`config.mk`:
```
export PLATFORM = sky130hd
export DESIGN_NAME = serial_frame_port
export DESIGN_NICKNAME = d
export VERILOG_FILES = /design/src/rtl/ssp_pkg.sv /design/src/rtl/ssp_fifo.sv /design/src/rtl/ssp_sclk_div.sv /design/src/rtl/ssp_frame_engine.sv /design/src/rtl/serial_frame_port.sv
export SDC_FILE = /design/constraint.sdc
export NUM_CORES = 1
export LEC_CHECK = 0
export ABC_CLOCK_PERIOD_IN_PS = 6100
export BUFFER_PORTS_ARGS = -buffer_cell sky130_fd_sc_hd__clkbuf_2
export CORE_UTILIZATION = 55
export DETAILED_ROUTE_END_ITERATION = 8
export GPL_ROUTABILITY_DRIVEN = 0
export GPL_TIMING_DRIVEN = 0
export HOLD_SLACK_MARGIN = 0.02
export PLACE_DENSITY = 0.83
export SYNTH_ARGS = -nofsm -noshare
export SYNTH_HDL_FRONTEND = slang
export SYNTH_HIERARCHICAL = 1
export SYNTH_SLANG_ARGS = --single-unit
```
`constraint.sdc`:
```
create_clock -name clk -period 6.1 [get_ports clk]
set_clock_uncertainty 0.05 [all_clocks]
set_input_delay 0.305 -clock clk [delete_from_list [all_inputs] [get_ports clk]]
set_output_delay 0.305 -clock clk [all_outputs]
set_load 0.02 [all_outputs]
```
`src/rtl/ssp_pkg.sv`:
```
// Package: shared constants and types for the serial frame port.
// Assumes a fixed 16-bit queue word; frames use its low bits.
package ssp_pkg;
    localparam int unsigned WORD_W   = 16;
    localparam int unsigned MIN_BITS = 4;
    localparam int unsigned NB_W     = 5;

    typedef logic [WORD_W-1:0] word_t;

    // Frame sequencer states: idle, half-bit lead-in, data bits,
    // half-bit tail, one-bit inter-frame gap.
    typedef enum logic [2:0] {
        ST_IDLE,
        ST_SETUP,
        ST_BIT,
        ST_HOLD,
        ST_GAP
    } seq_t;
endpackage

```
`src/rtl/ssp_fifo.sv`:
```
// Module: ssp_fifo
// Show-ahead synchronous queue. A push when full and a pop when empty
// are ignored. Assumes DEPTH >= 2.
module ssp_fifo #(
    parameter int DEPTH = 8,
    parameter int W     = 16
) (
    input  logic         clk,
    input  logic         rst_n,
    input  logic         push,
    input  logic [W-1:0] wdata,
    input  logic         pop,
    output logic [W-1:0] rdata,
    output logic         full,
    output logic         empty
);
    localparam int AW = (DEPTH > 1) ? $clog2(DEPTH) : 1;
    localparam logic [AW-1:0] LAST = AW'(DEPTH - 1);
    localparam logic [AW:0]   FULL_CNT = (AW+1)'(DEPTH);

    logic [W-1:0] mem [DEPTH];
    logic [AW-1:0] wp, rp;
    logic [AW:0]   cnt;
    logic do_push, do_pop;

    assign do_push = push && !full;
    assign do_pop  = pop && !empty;
    assign full    = (cnt == FULL_CNT);
    assign empty   = (cnt == '0);
    assign rdata   = mem[rp];

    // Storage write; contents need no reset.
    always_ff @(posedge clk) begin
        if (do_push) mem[wp] <= wdata;
    end

    // Pointer and occupancy update.
    always_ff @(posedge clk) begin
        if (!rst_n) begin
            wp  <= '0;
            rp  <= '0;
            cnt <= '0;
        end else begin
            if (do_push) wp <= (wp == LAST) ? '0 : wp + 1'b1;
            if (do_pop)  rp <= (rp == LAST) ? '0 : rp + 1'b1;
            if (do_push && !do_pop)      cnt <= cnt + 1'b1;
            else if (do_pop && !do_push) cnt <= cnt - 1'b1;
        end
    end

    // Occupancy never exceeds capacity (guards the R10 drop path).
    p_no_overflow_r10: assert property (@(posedge clk) disable iff (!rst_n)
        cnt <= FULL_CNT);

    // A push into a full queue leaves the count unchanged.
    p_full_holds_r10: assert property (@(posedge clk) disable iff (!rst_n)
        (full && push && !pop) |=> full);
endmodule

```
`src/rtl/ssp_sclk_div.sv`:
```
// Module: ssp_sclk_div
// Half-bit timer. While run is high it pulses tick once every `half`
// system clocks; while run is low it stays preloaded so that the first
// half after run rises is full length. Assumes half >= 1.
module ssp_sclk_div #(
    parameter int PRE_W = 8
) (
    input  logic             clk,
    input  logic             rst_n,
    input  logic             run,
    input  logic [PRE_W-2:0] half,
    output logic             tick
);
    logic [PRE_W-2:0] cnt;

    assign tick = run && (cnt == '0);

    // Count down one half-bit, reload on expiry or while stopped.
    always_ff @(posedge clk) begin
        if (!rst_n)                  cnt <= '0;
        else if (!run || cnt == '0)  cnt <= half - 1'b1;
        else                         cnt <= cnt - 1'b1;
    end
endmodule

```
`src/rtl/ssp_frame_engine.sv`:
```
// Module: ssp_frame_engine
// Frame sequencer: pulls words from the transmit queue, shifts them out
// MSB first, samples rxd at the capture edge chosen by phase, and pushes
// right-justified words to the receive queue. Settings are sampled while
// idle and hold for a whole burst. Assumes an even prescale >= 2.
module ssp_frame_engine
    import ssp_pkg::*;
#(
    parameter int PRE_W = 8
) (
    input  logic             clk,
    input  logic             rst_n,
    input  logic             en,
    input  logic             cpol,
    input  logic             cpha,
    input  logic [NB_W-1:0]  frame_bits,
    input  logic [PRE_W-1:0] prescale,
    input  logic             tx_empty,
    input  word_t            tx_data,
    output logic             tx_pop,
    input  logic             rx_full,
    output logic             rx_push,
    output word_t            rx_data,
    input  logic             rxd,
    output logic             sclk_o,
    output logic             fss_n,
    output logic             txd,
    output logic             txd_oe,
    output logic             busy,
    output logic             overrun
);
    localparam logic [NB_W-1:0] NB_MIN = NB_W'(MIN_BITS);
    localparam logic [NB_W-1:0] NB_MAX = NB_W'(WORD_W);

    seq_t             state;
    logic             h;
    logic [NB_W-1:0]  bidx;
    word_t            tsh, rsh;
    logic             cfg_cpol, cfg_cpha;
    logic [NB_W-1:0]  cfg_nb;
    logic [PRE_W-2:0] cfg_half;
    logic             ovr;

    logic [NB_W-1:0]  live_nb, use_nb;
    logic [PRE_W-2:0] live_half, use_half;
    logic             tick, start_ok, start_now, active, last_bit, cap;

    // Clamp requested frame length and derive the half-bit length.
    always_comb begin
        if (frame_bits < NB_MIN)      live_nb = NB_MIN;
        else if (frame_bits > NB_MAX) live_nb = NB_MAX;
        else                          live_nb = frame_bits;
        if (prescale[PRE_W-1:1] == '0) live_half = (PRE_W-1)'(1);
        else                           live_half = prescale[PRE_W-1:1];
    end

    assign use_nb   = (state == ST_IDLE) ? live_nb   : cfg_nb;
    assign use_half = (state == ST_IDLE) ? live_half : cfg_half;

    ssp_sclk_div #(.PRE_W(PRE_W)) u_div (
        .clk   (clk),
        .rst_n (rst_n),
        .run   (state != ST_IDLE),
        .half  (use_half),
        .tick  (tick)
    );

    assign start_ok  = en && !tx_empty;
    assign start_now = start_ok &&
                       ((state == ST_IDLE) || (tick && state == ST_GAP && h));
    assign tx_pop    = start_now;
    assign last_bit  = (bidx == cfg_nb - 1'b1);
    assign cap       = tick && (state == ST_BIT) && !h;
    assign rx_data   = {rsh[WORD_W-2:0], rxd};
    assign rx_push   = cap && last_bit && !rx_full;

    assign active  = (state == ST_SETUP) || (state == ST_BIT) || (state == ST_HOLD);
    assign fss_n   = !active;
    assign txd     = active && tsh[WORD_W-1];
    assign txd_oe  = active;
    assign sclk_o  = cfg_cpol ^ ((state == ST_BIT) && (h ^ cfg_cpha));
    assign busy    = (state != ST_IDLE);
    assign overrun = ovr;

    // Sequencer: settings capture, frame load, bit stepping, gap, drop flag.
    always_ff @(posedge clk) begin
        if (!rst_n) begin
            state    <= ST_IDLE;
            h        <= 1'b0;
            bidx     <= '0;
            tsh      <= '0;
            rsh      <= '0;
            cfg_cpol <= 1'b0;
            cfg_cpha <= 1'b0;
            cfg_nb   <= NB_MIN;
            cfg_half <= (PRE_W-1)'(1);
            ovr      <= 1'b0;
        end else begin
            if (state == ST_IDLE) begin
                cfg_cpol <= cpol;
                cfg_cpha <= cpha;
                cfg_nb   <= live_nb;
                cfg_half <= live_half;
            end
            if (start_now) begin
                state <= ST_SETUP;
                tsh   <= tx_data << (NB_MAX - use_nb);
                rsh   <= '0;
            end else if (tick) begin
                case (state)
                    ST_SETUP: begin
                        state <= ST_BIT;
                        h     <= 1'b0;
                        bidx  <= '0;
                    end
                    ST_BIT: begin
                        if (!h) begin
                            h   <= 1'b1;
                            rsh <= {rsh[WORD_W-2:0], rxd};
                        end else if (last_bit) begin
                            state <= ST_HOLD;
                        end else begin
                            h    <= 1'b0;
                            bidx <= bidx + 1'b1;
                            tsh  <= tsh << 1;
                        end
                    end
                    ST_HOLD: begin
                        state <= ST_GAP;
                        h     <= 1'b0;
                    end
                    ST_GAP: begin
                        if (!h) h <= 1'b1;
                        else    state <= ST_IDLE;
                    end
                    default: state <= ST_IDLE;
                endcase
            end
            if (cap && last_bit && rx_full) ovr <= 1'b1;
        end
    end

    // Idle line levels.
    p_idle_lines_r1: assert property (@(posedge clk) disable iff (!rst_n)
        !busy |-> (fss_n && !txd && !txd_oe));

    // Frame select falls only with the port enabled and data queued.
    p_start_needs_data_r3: assert property (@(posedge clk) disable iff (!rst_n)
        $fell(fss_n) |-> $past(en && !tx_empty));

    // Data line holds through the second half of each bit.
    p_txd_steady_r6: assert property (@(posedge clk) disable iff (!rst_n)
        (state == ST_BIT && h && $past(state == ST_BIT && h)) |-> $stable(txd));

    // Overrun flag is sticky.
    p_overrun_sticky_r10: assert property (@(posedge clk) disable iff (!rst_n)
        overrun |=> overrun);

    // Busy is high whenever frame select is low.
    p_busy_covers_frame_r11: assert property (@(posedge clk) disable iff (!rst_n)
        !fss_n |-> busy);
endmodule

```
`src/rtl/serial_frame_port.sv`:
```
// Module: serial_frame_port
// Top: transmit queue, receive queue and frame engine; drives the clock
// pad enable from the mode input. Assumes even prescale >= 2.
module serial_frame_port
    import ssp_pkg::*;
#(
    parameter int TX_DEPTH = 8,
    parameter int RX_DEPTH = 4,
    parameter int PRE_W    = 8
) (
    input  logic             clk,
    input  logic             rst_n,
    input  logic             en,
    input  logic             master_mode,
    input  logic             cpol,
    input  logic             cpha,
    input  logic [4:0]       frame_bits,
    input  logic [PRE_W-1:0] prescale,
    input  logic             tx_push,
    input  logic [15:0]      tx_wdata,
    output logic             tx_full,
    input  logic             rx_pop,
    output logic [15:0]      rx_rdata,
    output logic             rx_empty,
    output logic             overrun,
    output logic             busy,
    output logic             sclk_o,
    output logic             sclk_oe,
    output logic             fss_n,
    output logic             txd,
    output logic             txd_oe,
    input  logic             rxd
);
    word_t tx_head, rx_word;
    logic  tx_empty, tx_pop, rx_full, rx_push;

    ssp_fifo #(.DEPTH(TX_DEPTH), .W(WORD_W)) u_txq (
        .clk(clk), .rst_n(rst_n), .push(tx_push), .wdata(tx_wdata),
        .pop(tx_pop), .rdata(tx_head), .full(tx_full), .empty(tx_empty)
    );

    ssp_fifo #(.DEPTH(RX_DEPTH), .W(WORD_W)) u_rxq (
        .clk(clk), .rst_n(rst_n), .push(rx_push), .wdata(rx_word),
        .pop(rx_pop), .rdata(rx_rdata), .full(rx_full), .empty(rx_empty)
    );

    ssp_frame_engine #(.PRE_W(PRE_W)) u_eng (
        .clk(clk), .rst_n(rst_n), .en(en), .cpol(cpol), .cpha(cpha),
        .frame_bits(frame_bits), .prescale(prescale),
        .tx_empty(tx_empty), .tx_data(tx_head), .tx_pop(tx_pop),
        .rx_full(rx_full), .rx_push(rx_push), .rx_data(rx_word),
        .rxd(rxd), .sclk_o(sclk_o), .fss_n(fss_n), .txd(txd),
        .txd_oe(txd_oe), .busy(busy), .overrun(overrun)
    );

    // Clock pad driven in master mode, released in slave mode.
    assign sclk_oe = master_mode;
endmodule

```
==> Word level (Yosys, flattened, before mapping) <==
Memories as Yosys holds them, arrays and structs flattened. A register that Yosys moved wholly into a read port is not among the register bits.
Cells that the tools add are included.
{ "op_classes": {"mux": 39, "order_cmp": 2, "eq_ne": 19, "n_reduce_logical": 56, "addsub": 13, "shifts": 1, "n_bitwise": 5} }
{ "ops": {"columns": ["cell", "n"], "rows": [
  ["$mux 16", 5],
  ["$mux 3", 9],
  ["$mux 5", 5],
  ["$mux 7", 3],
  ["$logic_and 1x1->1", 20],
  ["$shl 16x5->16", 1],
  ["$logic_not 7->1", 2],
  ["$sub 7x1->7 const B", 2],
  ["$eq 3x3->1 const B", 4],
  ["$pmux 3 s4", 1],
  ["$reduce_and 4->1", 3],
  ["$reduce_bool 2->1", 6],
  ["$logic_not 1->1", 11],
  ["$pmux 5 s2", 1],
  ["$add 3x1->3 const B", 3],
  ["$ne 3x2->1 const B", 3],
  ["$mux 1", 8],
  ["$mux 2", 4],
  ["$mux 4", 2],
  ["$eq 3x2->1 const B", 2],
  ["$logic_not 3->1", 2],
  ["$ne 2x1->1 const B", 3],
  ["$reduce_and 3->1", 2],
  ["$reduce_bool 3->1", 2],
  ["21 further kinds", 31]
]} }
{ "totals": {"mem_bits_rw": 192, "input_bits": 38, "mem_count": 2, "wordCells": 155, "reg_bits": 79} }
{ "mem_list": {"columns": ["memory", "depth", "width", "rd", "rd_clocked_by_memory_dff", "wr", "line", "rtl"], "rows": [
  ["u_txq.mem", 8, 16, 1, 1, 1, "ssp_fifo.sv:21", "logic [W-1:0] mem [DEPTH];"],
  ["u_rxq.mem", 4, 16, 1, 1, 1, "ssp_fifo.sv:21", null]
]} }

==> Depth between registers and ports, before layout <==
{ "logic_depth": {"word_depth": 11, "mapped_depth": 22, "ltp_nobuf": 14} }

==> Modules after synthesis <==
Netlist, hierarchy kept.
{ "by_module_without_submodules": {"columns": ["module", "seq_area_each_um2", "instances", "cells_each", "area_each_um2"], "rows": [
  ["ssp_fifo (u_txq)", 4103.9, 1, 261, 5622.9],
  ["ssp_frame_engine", 1101.1, 1, 405, 3294.4],
  ["ssp_fifo (u_rxq)", 2102.0, 1, 135, 2826.5],
  ["ssp_sclk_div", 140.1, 1, 55, 518.0],
  ["serial_frame_port", 0.0, 1, 1, 7.5]
]} }

==> Worst setup path before layout <==
No wires, ideal clock.
{ "synth_timing": {"path_kind": "flip-flop to flip-flop", "startpoint": "reg u_eng.state[2]", "endpoint": "reg u_rxq.cnt[2]", "t_arrival_ps": 4387, "period_less_slack_ps": 4512, "required_ps": 5974, "path_buffers": 8, "stages_incl_launch_ff": 23, "setup_time_ps": 76, "setup_slack_ps": 1588, "cell_sequence": "dfxtp_1 buf_6 nor3_4 inv_2 buf_6 clkbuf_1 buf_2 inv_1 nor3_1 clkbuf_1 nand3_1 or2_2 clkbuf_1 clkbuf_1 nor3_1 nor2b_1 buf_2 ha_1 inv_1 fa_1 xor2_1 or3_1 a21boi_0"} }
{ "synth_between": {"elab_chain_len": 10, "word_cells_on_any_way": 13} }
{ "synth_rtl": {"columns": ["element", "line", "rtl"], "rows": [
  ["start, declared", "ssp_frame_engine.sv:35", "seq_t state;"],
  ["start signal, assigned", "ssp_frame_engine.sv:88", "state <= ST_IDLE;"],
  ["start signal, assigned", "ssp_frame_engine.sv:106", "state <= ST_SETUP;"],
  ["start signal, assigned", "ssp_frame_engine.sv:112", "state <= ST_BIT;"],
  ["$reduce_bool 3->1 (*)", null, null],
  ["net busy", "serial_frame_port.sv:26", "output logic busy,"],
  ["$logic_and 1x1->1 (*)", "ssp_sclk_div.sv:16", "assign tick = run && (cnt == '0);"],
  ["net u_eng.tick", "ssp_frame_engine.sv:46", "logic tick, start_ok, start_now, active, last_bit, cap;"],
  ["$logic_and 1x1->1 (*) (2 in a row)", "ssp_frame_engine.sv:73", "assign cap = tick && (state == ST_BIT) && !h;"],
  ["$logic_and 1x1->1 (*) (2 in a row)", "ssp_frame_engine.sv:75", "assign rx_push = cap && last_bit && !rx_full;"],
  ["net rx_push", "serial_frame_port.sv:35", "logic tx_empty, tx_pop, rx_full, rx_push;"],
  ["$logic_and 1x1->1 (*)", "ssp_fifo.sv:26", "assign do_push = push && !full;"],
  ["net u_rxq.do_push", "ssp_fifo.sv:24", "logic do_push, do_pop;"],
  ["$logic_not 1->1", "ssp_fifo.sv:47", "else if (do_pop && !do_push) cnt <= cnt - 1'b1;"],
  ["$logic_and 1x1->1", "ssp_fifo.sv:47", null],
  ["$reduce_bool 2->1 (no line)", null, null],
  ["end signal, assigned", "ssp_fifo.sv:46", "if (do_push && !do_pop) cnt <= cnt + 1'b1;"],
  ["end signal, assigned", "ssp_fifo.sv:47", null],
  ["end, declared", "ssp_fifo.sv:23", "logic [AW:0] cnt;"]
]} }
Mark *: on every way through the listed nets, which the timed path passes. The rest lies on a longest branch.
A chain may end at the register's enable or synchronous reset.

==> Final worst setup path <==
{ "layout_timing": {"startpoint": "reg u_eng.state[2]", "endpoint": "reg u_rxq.cnt[2]"} }
{ "layout_between": {"elab_chain_len": 10, "word_cells_on_any_way": 13} }
{ "layout_rtl": {"columns": ["element", "line", "rtl"], "rows": [
  ["$reduce_bool 3->1 (*)", "ssp_frame_engine.sv:63", ".run (state != ST_IDLE),"],
  ["$logic_and 1x1->1 (*)", "ssp_sclk_div.sv:16", null],
  ["net u_eng.tick", "ssp_frame_engine.sv:46", null],
  ["$logic_and 1x1->1 (*) (2 in a row)", "ssp_frame_engine.sv:73", null],
  ["$logic_and 1x1->1 (*) (2 in a row)", "ssp_frame_engine.sv:75", null],
  ["net rx_push", "serial_frame_port.sv:35", null],
  ["$logic_and 1x1->1 (*)", "ssp_fifo.sv:26", null],
  ["net u_rxq.do_push", "ssp_fifo.sv:24", null],
  ["$logic_not 1->1", "ssp_fifo.sv:47", null],
  ["$logic_and 1x1->1", "ssp_fifo.sv:47", null],
  ["$reduce_bool 2->1 (no line)", null, null]
]} }
Marks and branches as above.

==> impl_results.md <==
- Result of the run: finished clean
- Post-synthesis sequential area ratio: 60.70%
- I/O pins: 63
- Detailed placement HPWL: approximately 16000 um
- Worst path max stage delay: approximately 0.63 ns
- Commonest cells after routing, fill and taps aside: edfxtp_1 (192), dfxtp_1 (84), nand2_1 (79)
- Final setup margin: ~0.8 ns
- Leakage dissipation: 0.005208 uW
- Arrival time of the worst setup path: approximately 5.7 ns
- Count of flip-flops with a built-in enable after synthesis: about 190
- DRC: 0
- Drt via density: slightly below 6
- Maximum vdd drop: around 280 uV
- Synth Register Bits: 276
- Worst hold margin: 0.03747 ns
- Cell depth of the worst min-delay path: 1
- Share of flip-flops with an asynchronous set or reset after synthesis: 0%
- Root buffer cell: clkbuf_16
- Required arrival time at the worst endpoint: approximately 6.5 ns
- Final number of hold-violating endpoints: 0
- Max_slew headroom: between 30% and 40%
- Slowest CP cell: clkbuf_1
- Cts repair resizes: 0
- Final sum of negative setup slack: 0 ns
- Die Area: around 23000 um^2
- Maximum number of pins on one net before global-route repair: 17
- Distinct cell type count of the synthesized netlist: 80
- Remaining number of nets flagged by the antenna check after routing: 0
- Via count of the first global-routing pass: 7390
- Area of the core: 21820 um^2
- Initial antenna violation count: 0
- Number of sinks handled by clock tree synthesis: 276
- Share of final-layout standard cells stronger than drive strength 1: around 22%
- Clock buffer count from CTS: 28
- Total number of nets in the final design: 1038
- Critical setup path kind: register to register
- Net count after synthesis: ~910
- TritonCTS clock tree: done
- Site row count: 54
- Unrepaired setup endpoints after global routing: no
- Critical Path, Cell by Cell: buf_6 > nor3_4 > inv_2 > buf_6 > clkbuf_1 > buf_2 > inv_1 > nor3_1 > clkbuf_1 > nand3_1 > or2_2 > clkbuf_1 > clkbuf_1 > nor3_1 > nor2b_1 > buf_2 > ha_1 > inv_1 > fa_1 > xor2_1 > or3_1 > a21boi_0
- Wire length reported by the detailed router: 24400 um
- Final clock period utilization by the worst path: 87.11%
- Power density relative to cell area: just over 400 nW/um^2
- Effective utilization at floorplan: 56.22%
- DIE WIDTH: approximately 150 um
- Clock latency on the worst-skew pair: 0.55 ns
- Placed inst area: 13060 um^2
- Hold path start: tx_wdata[11]
- Number of max-capacitance violations reported: 0
- Cell repeated most along the worst path: clkbuf_1
- Post-CTS Hold Buffers: 25
- Commonest non-fill, non-tap cell in the layout: edfxtp_1
- Die H: approximately 150 um
- Clock H-tree levels: 1
- # setup viols final: 0
- R2r setup slk: between 0.7 and 0.8 ns
- CP Launch Type: register
- Iter 0 DRT Violations: between 300 and 400
- Residual overflow from global routing: 0
- Time the worst path needs with I/O delays and setup: 5.314 ns
- Warnings from Yosys: 6
- Max Freq: 188.2 MHz
- GR Util All Layers: a little over a fifth
- Number of instances in the synthesized netlist: 857
- Netlist area before placement: between 10000 and 15000 um^2
- Place WS: approximately 0.77 ns
- Number of iterations in the first detailed-routing pass: 5
- Critical R2R Launch: u_eng/state[2]$_SDFFE_PP0P_
- Worst Max-Slew Pin Slew: 0.9328 ns
- Dominant register cell in the synthesized netlist: edfxtp_1
- Crit Reg-Reg Endpoint: u_rxq/cnt[2]$_SDFFE_PN0P_
- Worst r2r path cells: 22
- Top fanout value on the critical path: 14
- Clock input transition at the sequential cells of the worst setup and hold paths: ~0.060 ns
- Final Cell Area: 14250 um^2
- Hold path endpoint: u_txq/mem[5][11]$_DFFE_PP_
- Routed length per instance: between 15 and 20 um
- Maximum count of clock buffers along a single path: 3
- Number of port buffers: 60
- Element type at the critical path end: register
- Tightest Hold Check Type: primary input to register
- Number of setup buffers added after CTS: 0
- Total number of vias: between 7000 and 8000
- N_diodes: 0
- Wire length of the first global-routing pass: ~38000 um
- Final Power: 5800 uW
- Per-instance average area after synthesis: around 14 um^2
- Synthesis-to-layout area growth: 16.16%
- Number of slew-limit violations in the final report: 0
-- registers in the layout (all words and copies together), names as in the netlist, named ones only --
name,flops
u_rxq/wp,2
u_eng/cfg_nb,5
u_rxq/mem,64
u_eng/cfg_half,7
u_eng/u_div/cnt,7
u_eng/rsh,15
u_eng/bidx,5
u_txq/cnt,4
u_rxq/rp,2
u_eng/cfg_cpha,1
u_eng/state,3
u_rxq/cnt,3
u_eng/tsh,16
u_eng/h,1
u_eng/overrun,1
u_txq/mem,128
u_txq/wp,3
u_txq/rp,3
u_eng/cfg_cpol,1
-- per-layer routing --
metal  routed length [um]  global-route usage, %
met3                  958                  3.163
met1                 9806                  26.00
met2                12790                  40.11
met5                    0                      0
met4                  843                  8.450
-- worst max path at each step --
stage / slack (ns) / cells after the start / endpoint / start
3_5_place_dp: 0.77 / 22 / u_rxq/cnt[2]$_SDFFE_PN0P_ / u_eng/state[2]$_SDFFE_PP0P_
2_1_floorplan: 1.59 / 22 / u_rxq/cnt[2]$_SDFFE_PN0P_ / u_eng/state[2]$_SDFFE_PP0P_
5_1_grt: 0.18 / 22 / u_rxq/cnt[2]$_SDFFE_PN0P_ / u_eng/state[2]$_SDFFE_PP0P_
4_1_cts: 0.75 / 22 / u_rxq/cnt[2]$_SDFFE_PN0P_ / u_eng/state[2]$_SDFFE_PP0P_
3_3_place_gp: 0.90 / 22 / u_rxq/cnt[2]$_SDFFE_PN0P_ / u_eng/state[2]$_SDFFE_PP0P_
6_report: 0.79 / 22 / u_rxq/cnt[2]$_SDFFE_PN0P_ / u_eng/state[2]$_SDFFE_PP0P_
-- critical path, delay by kind of cell (launching register included) --
kind / cells / cell delay [ns]
buffers and inverters: 11 / 2.53
adders and majority gates: 2 / 0.56
DFF: 1 / 0.33
AOI/OAI and AO/OA: 1 / 0.18
xor gates and xnor gates: 1 / 0.15
and+or+nand+nor: 7 / 1.39
-- synthesized netlist by cell type, types with 6 or more instances --
cell type  number  area [um^2]
a21oi_1        46        230.2
a31oi_1        11        68.82
and2_1         14        87.58
buf_2          10        50.05
buf_6          11        123.9
clkbuf_1       22        82.58
dfxtp_1        84         1682
edfxtp_1      192         5766
ha_1           17        212.7
inv_1          30        112.6
mux2_2         18        202.7
mux2i_1        50        500.5
mux4_1         34        893.4
mux4_2         14        315.3
nand2_1        79        296.5
nand2b_1        9        56.30
nand3_1        24        120.1
nor2_1         34        127.6
nor2b_1        13        81.33
nor3_1         10        50.05
o21ai_0         7        35.03
o221a_2         9        101.4
o31ai_1         7        52.55
or2_2           6        37.54
xnor2_1         7        61.31
xor2_1          6        52.55
-- where the power goes --
group	internal, uW	total [uW]	switching, uW
combinational	797	1780	986
clock	1050	1750	694
sequential	2160	2270	114
-- cell families after synthesis --
kind of cell             synth area share (%)
AO/OA/AOI/OAI                           8.057
XOR/XNOR                               0.9280
adder cells (fa/ha/maj)                 2.060
buffers and inverters                   3.549
flip-flops                              60.70
multiplexers                            15.80
AND/OR/NAND/NOR                         8.913
-- through the flow --
stage | instances | util (%)
6_report | 1282 | 65.31
5_1_grt | 1282 | 65.31
4_1_cts | 1282 | 65.31
3_5_place_dp | 1206 | 59.84
3_3_place_gp | 1197 | 59.20
2_1_floorplan | 857 | -
-- area by class of cell --
class                   count  area [um^2]
clock inverters            14        177.7
well taps                 280        350.3
repair buffers             94        655.6
multi-input cells         498         4420
clock buffers              37        765.7
plain buffers              52        319.1
fillers                  1532         7571
flip-flops and latches    276         7447
inverters                  31        116.4
(Power assumes the default switching activity.)
